[config.mk]
export PLATFORM = sky130hd
export DESIGN_NAME = flash_region_guard
export DESIGN_NICKNAME = d
export VERILOG_FILES = /design/src/rtl/fprot_pkg.sv /design/src/rtl/fprot_wr_filter.sv /design/src/rtl/fprot_region_map.sv /design/src/rtl/fprot_decide.sv /design/src/rtl/flash_region_guard.sv
export SDC_FILE = /design/constraint.sdc
export NUM_CORES = 1
export LEC_CHECK = 0
export BUFFER_PORTS_ARGS = -buffer_cell sky130_fd_sc_hd__buf_2
export CORE_MARGIN = 2
export CORE_UTILIZATION = 48
export CTS_BUF_LIST = sky130_fd_sc_hd__clkbuf_2 sky130_fd_sc_hd__clkbuf_4 sky130_fd_sc_hd__clkbuf_8
export DETAILED_ROUTE_END_ITERATION = 10
export PLACE_DENSITY = 0.83
export SLEW_MARGIN = 0
export SYNTH_ARGS = -nofsm -noshare
export SYNTH_HDL_FRONTEND = slang
export SYNTH_SLANG_ARGS = --single-unit
[constraint.sdc]
create_clock -name clk -period 3.75 [get_ports clk]
set_input_delay 0.5625 -clock clk [delete_from_list [all_inputs] [get_ports clk]]
set_output_delay 0.5625 -clock clk [all_outputs]
set_load 0.01 [all_outputs]
[src/rtl/fprot_pkg.sv]
package fprot_pkg;
    localparam int NREG = 8;
    localparam int IDX_W = $clog2(NREG);

    typedef enum logic [1:0] {
        K_PROG     = 2'b00,
        K_ERS_SECT = 2'b01,
        K_ERS_ALL  = 2'b10,
        K_ERS_ALLX = 2'b11
    } req_kind_t;

    typedef struct packed {
        logic [NREG-1:0] prot;
        logic            viol;
    } guard_state_t;
endpackage

[src/rtl/fprot_wr_filter.sv]
module fprot_wr_filter #(
    parameter int N = 8
) (
    input  logic [N-1:0] cur_q,
    input  logic [N-1:0] wr_data,
    input  logic         wr_en,
    input  logic         cmd_idle,
    input  logic         mode_special,
    output logic [N-1:0] nxt_d
);
    // Each bit gets its own filter; only special mode may raise a bit.
    for (genvar i = 0; i < N; i++) begin : g_bit
        always_comb begin
            nxt_d[i] = cur_q[i];
            if (wr_en && cmd_idle) begin
                if (mode_special) nxt_d[i] = wr_data[i];
                else              nxt_d[i] = cur_q[i] & wr_data[i];
            end
        end
    end
endmodule

[src/rtl/fprot_region_map.sv]
module fprot_region_map #(
    parameter int ADDR_W   = 20,
    parameter int SECT_LOG = 10,
    parameter int PLOG_W   = 3,
    parameter int N        = 8
) (
    input  logic [ADDR_W-1:0]    addr,
    input  logic [PLOG_W-1:0]    part_log2,
    output logic [$clog2(N)-1:0] idx,
    output logic                 in_range,
    output logic [N-1:0]         used_mask
);
    localparam int SECT_W = ADDR_W - SECT_LOG;
    localparam int IW     = $clog2(N);

    logic [SECT_W-1:0] sector;
    logic [PLOG_W-1:0] rshift;
    logic              wide_part;

    always_comb begin
        sector    = addr[ADDR_W-1:SECT_LOG];
        wide_part = (32'(part_log2) >= IW);
        rshift    = '0;
        if (wide_part) rshift = part_log2 - PLOG_W'(IW);
        in_range  = ((sector >> part_log2) == '0);
        idx       = IW'(sector >> rshift);
    end

    // With fewer sectors than regions, regions past the partition are unused.
    for (genvar i = 0; i < N; i++) begin : g_used
        assign used_mask[i] = wide_part || (32'(i) < (32'd1 << part_log2));
    end
endmodule

[src/rtl/fprot_decide.sv]
module fprot_decide #(
    parameter int N = 8
) (
    input  logic                 req_valid,
    input  fprot_pkg::req_kind_t req_kind,
    input  logic [$clog2(N)-1:0] idx,
    input  logic                 in_range,
    input  logic [N-1:0]         used_mask,
    input  logic [N-1:0]         prot_q,
    input  logic                 viol_q,
    output logic                 ok,
    output logic                 rej
);
    logic allowed;

    always_comb begin
        unique case (req_kind)
            fprot_pkg::K_PROG,
            fprot_pkg::K_ERS_SECT: allowed = in_range && prot_q[idx];
            default:               allowed = ((prot_q & used_mask) == used_mask)
                                             && ((prot_q & ~used_mask) == '0);
        endcase
        ok  = req_valid && !viol_q && allowed;
        rej = req_valid && !ok;
    end

    // one verdict per request, never two
    always_comb begin
        p_one_verdict_r11: assert ($onehot0({ok, rej}) && ((ok || rej) == req_valid))
            else $error("p_one_verdict_r11");
    end
endmodule

[src/rtl/flash_region_guard.sv]
module flash_region_guard #(
    parameter int ADDR_W   = 20,
    parameter int SECT_LOG = 10,
    parameter int PLOG_W   = 3
) (
    input  logic              clk,
    input  logic              rst_n,
    input  logic [7:0]        cfg_byte,
    input  logic              cmd_idle,
    input  logic              mode_special,
    input  logic              wr_en,
    input  logic [7:0]        wr_data,
    input  logic [PLOG_W-1:0] part_log2,
    input  logic              req_valid,
    input  logic [1:0]        req_kind,
    input  logic [ADDR_W-1:0] req_addr,
    input  logic              viol_clr,
    output logic              req_ok,
    output logic              req_rej,
    output logic              viol,
    output logic [7:0]        prot_mask
);
    import fprot_pkg::*;

    guard_state_t     st_d, st_q;
    logic [NREG-1:0]  prot_nxt;
    logic [IDX_W-1:0] reg_idx;
    logic             tgt_in_range;
    logic [NREG-1:0]  used_mask;
    req_kind_t        kind;

    assign kind = req_kind_t'(req_kind);

    fprot_wr_filter #(.N(NREG)) u_wr (
        .cur_q        (st_q.prot),
        .wr_data      (wr_data),
        .wr_en        (wr_en),
        .cmd_idle     (cmd_idle),
        .mode_special (mode_special),
        .nxt_d        (prot_nxt)
    );

    fprot_region_map #(
        .ADDR_W(ADDR_W), .SECT_LOG(SECT_LOG), .PLOG_W(PLOG_W), .N(NREG)
    ) u_map (
        .addr      (req_addr),
        .part_log2 (part_log2),
        .idx       (reg_idx),
        .in_range  (tgt_in_range),
        .used_mask (used_mask)
    );

    fprot_decide #(.N(NREG)) u_dec (
        .req_valid (req_valid),
        .req_kind  (kind),
        .idx       (reg_idx),
        .in_range  (tgt_in_range),
        .used_mask (used_mask),
        .prot_q    (st_q.prot),
        .viol_q    (st_q.viol),
        .ok        (req_ok),
        .rej       (req_rej)
    );

    always_comb begin
        st_d      = st_q;
        st_d.prot = prot_nxt;
        // a refusal caused only by the flag itself is not a new violation
        st_d.viol = (st_q.viol && !viol_clr) || (req_rej && !st_q.viol);
    end

    always_ff @(posedge clk) begin
        if (!rst_n) begin
            st_q.prot <= cfg_byte;
            st_q.viol <= 1'b0;
        end else begin
            st_q <= st_d;
        end
    end

    assign prot_mask = st_q.prot;
    assign viol      = st_q.viol;

    // normal-mode writes can only clear bits
    p_normal_and_r2: assert property (@(posedge clk) disable iff (!rst_n)
        (wr_en && cmd_idle && !mode_special) |=> (prot_mask == ($past(prot_mask) & $past(wr_data))));
    // special-mode writes land unchanged
    p_special_free_r3: assert property (@(posedge clk) disable iff (!rst_n)
        (wr_en && cmd_idle && mode_special) |=> (prot_mask == $past(wr_data)));
    // no accepted write, no change
    p_hold_r4: assert property (@(posedge clk) disable iff (!rst_n)
        !(wr_en && cmd_idle) |=> $stable(prot_mask));
    // a fresh refusal raises the flag
    p_rej_flags_r6: assert property (@(posedge clk) disable iff (!rst_n)
        (req_rej && !viol) |=> viol);
    // flag is sticky until cleared, and the clear takes effect
    p_sticky_r9: assert property (@(posedge clk) disable iff (!rst_n)
        (viol && !viol_clr) |=> viol);
    p_clear_r9: assert property (@(posedge clk) disable iff (!rst_n)
        (viol && viol_clr) |=> !viol);
    // nothing launches while the flag is up
    p_blocked_r10: assert property (@(posedge clk) disable iff (!rst_n)
        viol |-> !req_ok);
endmodule

==> results.yml <==
timing:
  fmax_mhz: 275
  setup_viol_count_final: 0
  worstMarginPinSlew_ns: 0.374
  slew_viol_final: 0
  fin_crit_sh: 0.971
  period_needed_ns: 3.64
  hold_viol: 0
  setup_tns_ns: 0
  rsz0062_at_grt: "no"
  relSlewSlack: 0.744
  fin_skew_ns: 0.00484
  setup_ws_ns: 0.109
route:
  drc: 0
  top_layer: "met4"
  ant_nets: 0
  wl_per_cell_um: 15.1
  wirelength_um: 3430
  wl_met2_um: 1760
  wl_met3_um: 187
  via_count: 1350
  drt_iter0_drc: 43
  via_per_inst: 5.95
  first_pass_iters: 4
  met1Wirelength_um: 1440
logic_synthesis:
  ys_top_cells_by_area: "edfxtp_1 (20%), ha_1 (6.2%), mux2i_1 (4.9%)"
  syn_nets: 199
  yosysTopAreaCell: "edfxtp_1"
  synth_seq_area_share: 0.214
  synth-main-ff-cell: "edfxtp_1"
  yosysUniqueCellTypes: 50
  synth-edff-count: 8
  synth_top_area_frac: 0.198
  synthCells: 145
  synth-async-reset-ratio: 0
  netlist_area_mm2: 0.00122
  synth.avg_cell_area_um2: 8.39
  synth_warnings: 0
  ys_ff_latch: 9
critical_path:
  critPathKind: "in2out"
  r2r_slack_ns: 1.89
  cp_slowest_stage_delay_ns: 0.52
  r2r_start: "prot_mask[1]"
  crit_chain: "clkbuf_4, ha_4, ha_4, o21bai_4, mux2_4, nand2b_1, and3_4, or4b_1, and4bb_4, o211a_1, buf_2"
  worstPathArrival_ns: 3.08
  reg2reg_depth: 7
  critPathMaxFanout: 8
  r2r-end: "viol"
  cpMostUsedCell: "ha_4"
  worstSetupEndpointType: "primary output"
  crit_start: "part_log2[0]"
  start_kind: "input pin"
  cpMaxStageDelayCell: "or4b_1"
  worstPathRequired_ns: 3.19
min_path:
  hold_class: "in2reg"
  min_to: "viol"
  worstHoldPathCells: 2
  hold_start: "viol_clr"
placement:
  dpl_cell_area_mm2: 0.00150
  gp_congestion: 0.769
  port_buffers: 47
  dpl.hpwl_um: 2630
  place_ws_ns: -0.0392
  dp.cells: 223
floorplan:
  io_pins: 59
  initial_utilization: 0.500
  die-area_mm2: 0.00295
  die_h_um: 54.3
  die_w_um: 54.3
  rows: 18
  core_area_mm2: 0.00243
final_layout:
  final_cell_mix: "buf_2 (46), inv_1 (15), o21ai_0 (10), nand2_1 (10)"
  final_cells: 227
  area_delta_synth_final_pct: 32.1
  fin_area_mm2: 0.00161
  drive_gt1_frac: 0.381
  final_common_cell: "buf_2"
  num_antenna_cells: 0
  fin_nets: 252
  fillCellCount: 202
cts:
  htree_num_levels: 1
  cts_root_buf: "clkbuf_4"
  clkTransAtPathRegs_ns: 0.05
  clk_latency_ns: 0.26
  numClockSinks: 9
  clockBufferDepth: 2
  numCtsBuffers: 3
  cts_tree: "yes"
run:
  drv_cap: 0
power:
  ir_worst_vdd_uv: 216
  power.density_mw_per_mm2: 244
  leakage_nw: 0.718
global_route:
  grt_usage: 0.239
  grt_max_degree: 20
  grt_pass1_wl_um: 5180
  grt_overflow: 0
  grt_antenna_before_repair: 0
  grt_pass1_vias: 1280
status:
  status: "finished, final reports clean"
-- flip-flops by register name, summed over array words and instances (netlist names) --
name / flops
viol: 1
prot_mask: 8
-- cell usage after synthesis, types with 2 or more instances --
| library cell | number |
|---|---|
| ha_1 | 6 |
| nand2_1 | 11 |
| a2bb2oi_1 | 2 |
| o21ai_0 | 11 |
| and3_1 | 5 |
| clkbuf_1 | 3 |
| o22ai_1 | 3 |
| a211o_1 | 3 |
| mux2i_1 | 6 |
| nand3_1 | 4 |
| inv_1 | 15 |
| nor4_1 | 3 |
| a21oi_1 | 3 |
| o211ai_1 | 8 |
| nand4b_1 | 2 |
| buf_6 | 2 |
| a2111oi_0 | 2 |
| o221ai_1 | 2 |
| nor2_1 | 4 |
| edfxtp_1 | 8 |
| a21boi_0 | 4 |
| nor3_1 | 5 |
| nand3b_1 | 2 |
| nand2b_1 | 2 |
| a211oi_1 | 2 |
| nor2b_1 | 3 |
-- stage by stage --
stage                     power, mW  hold WS (ns)   util
final                         0.393         0.486  0.660
after global routing          0.416         0.501  0.660
after CTS                     0.379         0.486  0.636
after detailed placement      0.296         0.512  0.618
after global placement        0.287         0.489  0.618
after floorplan               0.235         0.524      -
-- timing repair --
item                       4_1_cts  5_1_grt
setup buffers                    0        0
gates cloned                     0        0
pin swaps                        1        3
hold buffers                     0        0
gates resized for setup          3       13
setup endpoints to repair        1        2
-- metal layers --
metal  vias to the layer above  global-route usage
li1                        674                   -
met1                       612               0.268
met2                        60               0.474
met3                         4              0.0109
met4                         0              0.0792
met5                         -                   0
-- power by group --
group          total, mW  switching [mW]  internal, mW
Sequential         0.136          0.0146         0.121
Combinational      0.177          0.0930        0.0835
Clock             0.0807          0.0325        0.0481
Total              0.393           0.140         0.253
-- worst max-delay path: cells and delay by family --
kind                     cells  cell delay, ns
AO/OA/AOI/OAI                2            0.43
adder cells (fa/ha/maj)      2            0.36
buffers and inverters        2            0.30
multiplexers                 1            0.34
AND/OR/NAND/NOR              4            1.08
-- cells by family (layout without fill, tap and decap cells) --
group	after synthesis	after routing	synth area share
adders and majority gates	6	6	0.0617
AOI/OAI and AO/OA	54	54	0.347
buffers and inverters	21	73	0.0782
muxes	7	7	0.0617
and+or+nand+nor	48	48	0.238
DFF	9	9	0.214
-- cell type report --
cell class	instances	area, um^2	share of cell area
Timing Repair Buffer	54	294	0.183
Tap cell	30	37.5	0.0234
Multi-Input combinational cell	115	928	0.578
Sequential cell	9	260	0.162
Clock buffer	4	30.0	0.0187
Inverter	15	56.3	0.0350
-- how the worst max path moves through the flow --
stage	endpoint	slack, ns
final	req_ok	0.11
after global routing	req_ok	0.007
after CTS	req_ok	0.04
after detailed placement	req_ok	-0.04
after global placement	req_ok	0.07
after floorplan	req_ok	0.35
No activity file was read; power rests on OpenSTA's default activity.
